### config.mk
export PLATFORM = sky130hd
export DESIGN_NAME = txbist_gen
export DESIGN_NICKNAME = d
export VERILOG_FILES = /design/src/rtl/txbist_pkg.sv /design/src/rtl/txbist_en_latch.sv /design/src/rtl/txbist_seq.sv /design/src/rtl/txbist_out_stage.sv /design/src/rtl/txbist_gen.sv
export SDC_FILE = /design/constraint.sdc
export NUM_CORES = 1
export LEC_CHECK = 0
export BUFFER_PORTS_ARGS = -buffer_cell sky130_fd_sc_hd__buf_4
export CAP_MARGIN = 20
export CELL_PAD_IN_SITES_DETAIL_PLACEMENT = 0
export CELL_PAD_IN_SITES_GLOBAL_PLACEMENT = 1
export CORE_MARGIN = 1.5
export CORE_UTILIZATION = 42
export DETAILED_ROUTE_END_ITERATION = 8
export GPL_TIMING_DRIVEN = 0
export MAX_ROUTING_LAYER = met4
export PLACE_DENSITY_LB_ADDON = 0.1
export SLEW_MARGIN = 40
export SYNTH_ARGS = -nofsm -noshare
export SYNTH_HDL_FRONTEND = slang
export SYNTH_SLANG_ARGS = --single-unit
### constraint.sdc
create_clock -name clk -period 2.6 [get_ports clk]
set_input_delay 0.26 -clock clk [delete_from_list [all_inputs] [get_ports clk]]
set_output_delay 0.26 -clock clk [all_outputs]
set_load 0.1 [all_outputs]
### src/rtl/txbist_pkg.sv
package txbist_pkg;

  typedef enum logic [1:0] {
    GEN_START = 2'd0,
    GEN_SYNC  = 2'd1,
    GEN_PRBS  = 2'd2
  } gen_state_e;

  localparam logic [1:0] CTL_DATA = 2'b00;
  localparam logic [1:0] CTL_SPEC = 2'b01;
  localparam logic [1:0] CTL_VIOL = 2'b10;
  localparam logic [1:0] CTL_SYNC = 2'b11;

endpackage

### src/rtl/txbist_en_latch.sv
module txbist_en_latch (
  input  logic clk,
  input  logic rst_n,
  input  logic cfg_we,
  input  logic cfg_val,
  output logic en_q
);

  logic en_d;

  always_comb begin
    en_d = en_q;
    if (cfg_we) en_d = cfg_val;
  end

  always_ff @(posedge clk or negedge rst_n) begin
    if (!rst_n) en_q <= 1'b0;
    else        en_q <= en_d;
  end

endmodule

### src/rtl/txbist_seq.sv
module txbist_seq
  import txbist_pkg::*;
#(
  parameter int               LFSR_W    = 9,
  parameter int               TAP       = 5,
  parameter int               DATA_W    = 8,
  parameter int               SYNC_LEN  = 16,
  parameter logic [LFSR_W-1:0] SEED     = '1,
  parameter logic [DATA_W-1:0] SYNC_BYTE = 8'hBC
) (
  input  logic              clk,
  input  logic              rst_n,
  input  logic              run,
  input  logic              sync_mode,
  output logic [DATA_W-1:0] gen_data,
  output logic [1:0]        gen_ctl,
  output logic              gen_first
);

  localparam int PASS_LEN = (1 << LFSR_W) - 1;
  localparam int CNT_W    = $clog2(PASS_LEN + SYNC_LEN);
  localparam logic [CNT_W-1:0] LAST_PLAIN  = CNT_W'(PASS_LEN - 1);
  localparam logic [CNT_W-1:0] LAST_SYNCED = CNT_W'(PASS_LEN - 2);
  localparam logic [CNT_W-1:0] SYNC_LAST   = CNT_W'(SYNC_LEN - 1);

  gen_state_e        st_q, st_d;
  logic [CNT_W-1:0]  cnt_q, cnt_d;
  logic [LFSR_W-1:0] lfsr_q, lfsr_d, src;
  logic              psync_q, psync_d;
  logic              emit_sync;

  function automatic logic [LFSR_W-1:0] step(input logic [LFSR_W-1:0] s);
    return {s[LFSR_W-2:0], s[LFSR_W-1] ^ s[TAP-1]};
  endfunction

  always_comb begin
    st_d      = st_q;
    cnt_d     = cnt_q;
    lfsr_d    = lfsr_q;
    psync_d   = psync_q;
    src       = lfsr_q;
    gen_first = 1'b0;
    emit_sync = 1'b0;
    unique case (st_q)
      GEN_START: begin
        gen_first = 1'b1;
        psync_d   = sync_mode;
        src       = SEED;
        cnt_d     = CNT_W'(1);
        if (sync_mode) begin
          emit_sync = 1'b1;
          st_d      = GEN_SYNC;
        end else begin
          lfsr_d = step(SEED);
          st_d   = GEN_PRBS;
        end
      end
      GEN_SYNC: begin
        emit_sync = 1'b1;
        if (cnt_q == SYNC_LAST) begin
          cnt_d  = '0;
          lfsr_d = SEED;
          st_d   = GEN_PRBS;
        end else begin
          cnt_d = cnt_q + 1'b1;
        end
      end
      GEN_PRBS: begin
        lfsr_d = step(lfsr_q);
        if (cnt_q == (psync_q ? LAST_SYNCED : LAST_PLAIN)) begin
          cnt_d = '0;
          st_d  = GEN_START;
        end else begin
          cnt_d = cnt_q + 1'b1;
        end
      end
      default: st_d = GEN_START;
    endcase
    if (!run) begin
      st_d    = GEN_START;
      cnt_d   = '0;
      lfsr_d  = SEED;
      psync_d = 1'b0;
    end
  end

  always_comb begin
    if (emit_sync) begin
      gen_data = SYNC_BYTE;
      gen_ctl  = CTL_SYNC;
    end else begin
      gen_data = src[DATA_W-1:0];
      if (src[LFSR_W-1])      gen_ctl = CTL_DATA;
      else if (src[DATA_W-1]) gen_ctl = CTL_SPEC;
      else                    gen_ctl = CTL_VIOL;
    end
  end

  always_ff @(posedge clk or negedge rst_n) begin
    if (!rst_n) begin
      st_q    <= GEN_START;
      cnt_q   <= '0;
      lfsr_q  <= SEED;
      psync_q <= 1'b0;
    end else begin
      st_q    <= st_d;
      cnt_q   <= cnt_d;
      lfsr_q  <= lfsr_d;
      psync_q <= psync_d;
    end
  end

endmodule

### src/rtl/txbist_out_stage.sv
module txbist_out_stage #(
  parameter int DATA_W = 8
) (
  input  logic              clk,
  input  logic              rst_n,
  input  logic              run,
  input  logic [DATA_W-1:0] gen_data,
  input  logic [1:0]        gen_ctl,
  input  logic              gen_first,
  input  logic [DATA_W-1:0] usr_data,
  input  logic [1:0]        usr_ctl,
  output logic [DATA_W-1:0] tx_data,
  output logic [1:0]        tx_ctl,
  output logic              tx_pass_start
);

  logic [DATA_W-1:0] data_d;
  logic [1:0]        ctl_d;
  logic              first_d;

  always_comb begin
    if (run) begin
      data_d  = gen_data;
      ctl_d   = gen_ctl;
      first_d = gen_first;
    end else begin
      data_d  = usr_data;
      ctl_d   = usr_ctl;
      first_d = 1'b0;
    end
  end

  always_ff @(posedge clk or negedge rst_n) begin
    if (!rst_n) begin
      tx_data       <= '0;
      tx_ctl        <= '0;
      tx_pass_start <= 1'b0;
    end else begin
      tx_data       <= data_d;
      tx_ctl        <= ctl_d;
      tx_pass_start <= first_d;
    end
  end

endmodule

### src/rtl/txbist_gen.sv
module txbist_gen
  import txbist_pkg::*;
#(
  parameter int DATA_W   = 8,
  parameter int LFSR_W   = 9,
  parameter int TAP      = 5,
  parameter int SYNC_LEN = 16
) (
  input  logic              clk,
  input  logic              rst_n,
  input  logic              cfg_we,
  input  logic              cfg_bist_en,
  input  logic              sync_mode,
  input  logic [DATA_W-1:0] usr_data,
  input  logic [1:0]        usr_ctl,
  output logic [DATA_W-1:0] tx_data,
  output logic [1:0]        tx_ctl,
  output logic              tx_pass_start
);

  logic              bist_run;
  logic [DATA_W-1:0] gen_data;
  logic [1:0]        gen_ctl;
  logic              gen_first;

  txbist_en_latch u_en (
    .clk     (clk),
    .rst_n   (rst_n),
    .cfg_we  (cfg_we),
    .cfg_val (cfg_bist_en),
    .en_q    (bist_run)
  );

  txbist_seq #(
    .LFSR_W   (LFSR_W),
    .TAP      (TAP),
    .DATA_W   (DATA_W),
    .SYNC_LEN (SYNC_LEN)
  ) u_seq (
    .clk       (clk),
    .rst_n     (rst_n),
    .run       (bist_run),
    .sync_mode (sync_mode),
    .gen_data  (gen_data),
    .gen_ctl   (gen_ctl),
    .gen_first (gen_first)
  );

  txbist_out_stage #(
    .DATA_W (DATA_W)
  ) u_out (
    .clk           (clk),
    .rst_n         (rst_n),
    .run           (bist_run),
    .gen_data      (gen_data),
    .gen_ctl       (gen_ctl),
    .gen_first     (gen_first),
    .usr_data      (usr_data),
    .usr_ctl       (usr_ctl),
    .tx_data       (tx_data),
    .tx_ctl        (tx_ctl),
    .tx_pass_start (tx_pass_start)
  );

endmodule

# After elaboration in Yosys (flattened, before gate mapping)
# Cells that the tools add are included.
[totals]
ff_bits = 34
wordCells = 49
[classes]
addsub = 1
n_eq_ne = 9
n_mux = 27
n_bitwise = 1
reduce_logical = 3
[op_table]
columns = ["cell", "count"]
rows = [
  ["9-bit 2-to-1 mux", 4],
  ["10-bit 2-to-1 mux", 3],
  ["10-bit case mux with 3 select lines", 1],
  ["9-bit case mux with 3 select lines", 1],
  ["2-bit 2-to-1 mux", 9],
  ["8-bit 2-to-1 mux", 2],
  ["10-bit by 1-bit adder with 10-bit output (second input constant)", 1],
  ["10-bit equality test", 1],
  ["10-bit by 4-bit equality test with 1-bit output (second input constant)", 1],
  ["3-bit by 2-bit != test with 1-bit output (second input constant)", 2],
  ["2-bit case mux with 3 select lines", 1],
  ["1-bit 2-to-1 mux", 5],
  ["4-bit by 1-bit != test with 1-bit output (second input constant)", 1],
  ["3-bit != test (second input constant)", 1],
  ["3-bit AND reduction", 1],
  ["2-bit by 1-bit equality test with 1-bit output (second input constant)", 1],
  ["2-bit equality test (second input constant)", 1],
  ["2-bit logical NOT", 1],
  ["2-bit by 1-bit != test with 1-bit output (second input constant)", 1],
  ["1-bit case mux with 2 select lines", 1],
  ["2-bit AND reduction", 1],
  ["1-bit bitwise XOR", 1],
]

# Logic depth before layout (Yosys ltp)
[logic_depth]
word_depth = 6
mapped_depth = 8

# Hierarchy
# A second synthesis with hierarchy kept.
[hier_totals]
cells_unflattened = 178
area_unflattened_um2 = 1830.5
[modules_own_cells]
columns = ["mod", "n_inst", "cells_each", "area_per_inst_um2", "seq_area_each_um2"]
rows = [
  ["txbist_seq", 1, 153, 1350.0, 561.8],
  ["txbist_out_stage", 1, 23, 440.4, 275.3],
  ["txbist_en_latch", 1, 2, 40.0, 25.0],
]

# Worst setup path before layout
# No wires, ideal clock.
[synth_timing]
kind = "register to register"
start = "register u_seq.cnt_q[7]"
end = "register u_seq.cnt_q[1]"
setup_ps = 121
t_arrival_ps = 1925
setup_slack_ps = 554
path_stages_with_launch = 6
n_path_buf = 1
path_cell_list = "dfrtp_1 > or4_1 > o41a_1 > a22o_4 > buf_6 > a22o_1"
[synth_between]
elab_chain_cells = 4
word_cells_on_any_way = 6
[synth_rtl]
columns = ["element", "line_no", "text"]
rows = [
  ["from (decl)", "txbist_seq.sv:27", "logic [CNT_W-1:0] cnt_q, cnt_d;"],
  ["from (signal assigned)", "txbist_seq.sv:107", "cnt_q <= cnt_d;"],
  ["10-bit equality test / 10-bit by 4-bit equality test with 1-bit output (equally long branches)", "txbist_seq.sv:70, txbist_seq.sv:60", ""],
  ["10-bit 2-to-1 mux, on equally long branches", "txbist_seq.sv:70, txbist_seq.sv:60", ""],
  ["10-bit case mux with 3 select lines (*)", "txbist_seq.sv:44", "unique case (st_q)"],
  ["10-bit 2-to-1 mux (*)", "txbist_seq.sv:79", "if (!run) begin"],
]
# Mark *: on every way between the ends. The rest lies on a longest branch, timed or not.
# A chain may end at the register's enable or synchronous reset.

# Worst setup path in the final report
[layout_timing]
start = "register u_seq.cnt_q[0]"
end = "register u_seq.cnt_q[1]"
[layout_between]
elab_chain_cells = 4
word_cells_on_any_way = 7
[layout_rtl]
columns = ["element", "line_no"]
rows = [
  ["10-bit by 1-bit adder with 10-bit output (tied with other cells)", "txbist_seq.sv:65, txbist_seq.sv:74"],
  ["10-bit 2-to-1 mux, on equally long branches", "txbist_seq.sv:70, txbist_seq.sv:60"],
  ["10-bit case mux with 3 select lines (*)", "txbist_seq.sv:44"],
  ["10-bit 2-to-1 mux (*)", "txbist_seq.sv:79"],
]
# Marked as above.

==> results.json <==
{
  "grt.overflow.total": 0,
  "setup_viol_count_final": 0,
  "worst-endpoint-arrival_ns": 2.39,
  "clockRootBuffer": "clkbuf_8",
  "p_sw_share_pct": 40.2,
  "grt_pass1_wl_um": 6360,
  "timing.rr.start": "u_seq.cnt_q[0]",
  "p_int_w": 0.00103,
  "vias_per_cell": 5.40,
  "synth_area_um2": 1670,
  "io_buffers": 25,
  "pre_cts_ws_ns": 0.408,
  "cts_setup_buffers": 0,
  "powerDensity_nw_per_um2": 851,
  "startpoint_type": "flop",
  "hold_viol": 0,
  "min_path_type": "in -> reg",
  "yosysWarnings": 0,
  "fin_setup_tns_ns": 0,
  "synth.yosys.seq_area_share_pct": 51.6,
  "ir_drop_mv": 0.374,
  "hp-start": "cfg_we",
  "cts_tree": "yes",
  "diodes": 0,
  "drc": 0,
  "nets": 225,
  "cts_max_level": 2,
  "synth_edf_count": 0,
  "cts_resized": 0,
  "worstPathRequired_ns": 2.78,
  "track_usage_pct": 19.7,
  "path_max_fanout": 10,
  "p_switching_w": 0.000690,
  "synth.distinct_cells": 37,
  "maxSlewHeadroom_pct": 65.2,
  "max_cap_violations": 0,
  "fmax_ghz": 0.451,
  "die-area_um2": 4360,
  "clkPwrFrac_pct": 23.4,
  "std_cell_rows": 22,
  "dr.pass1.iters": 4,
  "slew_violations": 0,
  "final_util_pct": 53.9,
  "seq_area_um2": 862,
  "clk_path_buf_depth": 2,
  "worstMarginPinSlew_ns": 0.522,
  "ant_nets": 0,
  "clock-sinks": 34,
  "start_util_pct": 44.6,
  "synth_ff_type": "dfrtp_1",
  "ios": 26,
  "yosysTopAreaCell": "dfrtp_1",
  "synth_cells": 173,
  "grt_max_degree": 35,
  "stdcell_area_um2": 2020,
  "dieHeight_um": 66.0,
  "hold_buffers": 1,
  "yosys-top-cells-area": "dfrtp_1 37%, dfstp_2 14%, a21oi_1 9.9%, nor2_1 7.2%, ha_1 3.0%",
  "synth_top_cell_area_share_pct": 37.5,
  "p_seq_share_pct": 40.9,
  "holdPathStages": 2,
  "multi_input_area_um2": 754,
  "drt-initial-drc-count": 76,
  "cp.buffers_inverters": 1,
  "hold_end": "u_en.en_q",
  "comb_power_share_pct": 35.7,
  "status": "completed",
  "routabilityCongestion": 0.842,
  "finalCritPeriodShare_pct": 85.3,
  "core_area_um2": 3740,
  "synth.most_common_cell": "a21oi_1",
  "critPathMaxStageDelay_ns": 0.50,
  "synth-seq-cells": 34,
  "rsz0062_at_grt": "false",
  "wl_per_cell_um": 14.2,
  "drive_above_1_share_pct": 23.2,
  "min_period_ns": 2.22,
  "clock_latency_ns": 0.28,
  "reg2reg_depth": 6,
  "fin_ws_ns": 0.383,
  "first_global_vias": 1377,
  "finalPower_w": 0.00172,
  "num_vias": 1377,
  "fin_worst_skew_ns": 0.00648,
  "synth_fp_nets": 192,
  "cts.clk_slew.worst_paths_ns": 0.07,
  "crit_chain": "ha_1 -> nand3_1 -> o41a_1 -> a22o_4 -> buf_6 -> a22o_1",
  "cp-startpoint": "u_seq.cnt_q[0]",
  "die_width_um": 66.0,
  "r2r_slack_ns": 0.38,
  "cts_buffers": 5,
  "place_hpwl_um": 2550,
  "cp_slowest_cell": "o41a_1",
  "synth-async-reset-ratio_pct": 100,
  "place_area_um2": 1920,
  "syn_avg_cell_area_um2": 9.65,
  "end_kind": "flop",
  "routed_wirelength_um": 3610,
  "leakage_nw": 0.872,
  "cpLargestDelayFamily": "compound AO/OA/AOI/OAI gates",
  "antenna_found_initial": 0,
  "fill_cells": 375,
  "ys_top_cells_by_count": "33 x a21oi_1, 32 x nor2_1, 25 x dfrtp_1",
  "critPathKind": "reg -> reg",
  "reg2reg_to": "u_seq.cnt_q[1]",
  "area_delta_synth_final_pct": 20.9
}
## metrics by stage
step / std cells / hold WS, ns
final: 255 / 0.159
after CTS: 255 / 0.152
after floorplan: 173 / -0.0356
after global routing: 255 / 0.166
after detailed placement: 246 / 0.232
after global placement: 246 / 0.224
## worst register-to-register path, delay by kind of cell, from the launching register on
family	cells	cell delay (ns)
flops	1	0.47
buf+inv	1	0.15
fa+ha+maj	1	0.27
compound gates	3	1.03
simple gates	1	0.19
## worst max path at each step
stage	slack, ns	endpoint	cells past startpoint
floorplan	0.55	u_seq.cnt_q[1]	5
global placement	0.43	u_seq.cnt_q[1]	5
detailed placement	0.41	u_seq.cnt_q[4]	7
CTS	0.40	u_seq.cnt_q[1]	6
global route	0.23	u_seq.lfsr_q[7]	7
finish	0.38	u_seq.cnt_q[1]	6
## cell type report
type,instances,share of cell area (%)
tap,48,2.98
inverter,4,0.744
multi-input combinational,128,37.4
clock buffer,7,4.28
timing repair buffer,26,9.80
buffer,7,1.86
sequential,34,42.7
clock inverter,1,0.248
## sequential cells by signal, summed over array words and instances, names as in the netlist
name	count
u_seq.st_q	2
u_seq.psync_q	1
u_seq.lfsr_q	9
u_out.tx_data	8
u_out.tx_pass_start	1
u_seq.cnt_q	10
u_en.en_q	1
u_out.tx_ctl	2
## layout by cell type, fill, tap and decap left out, types with 5 or more instances in the layout
master	Yosys	final
buf_4	1	26
a21oi_1	33	33
dfstp_2	9	9
a31oi_1	5	5
clkbuf_1	4	5
nor2_1	32	32
dfrtp_1	25	25
nand3_1	5	5
clkbuf_8	0	6
o21ai_0	5	5
## metal layers
layer / track usage, % / wire length [µm]
met5: - / 0
met4: 5.61 / 46
met3: 5.11 / 164
met2: 30.8 / 1660
met1: 25.5 / 1740
## cells by family after synthesis
family          share of synthesized area, %
flops                                   51.6
fa+ha+maj                               3.00
compound gates                          22.6
xor+xnor                                1.57
simple gates                            18.1
buf+inv                                 3.15
## power groups by stage
stage	Sequential (W)	Clock, W	Combinational (W)
final	0.000703	0.000402	0.000613
after global routing	0.000715	0.000429	0.000667
after CTS	0.000703	0.000412	0.000617
after detailed placement	0.000711	0	0.000614
after global placement	0.000706	0	0.000607
after floorplan	0.000892	0	0.000272
Power figures use the tool's default switching activity.
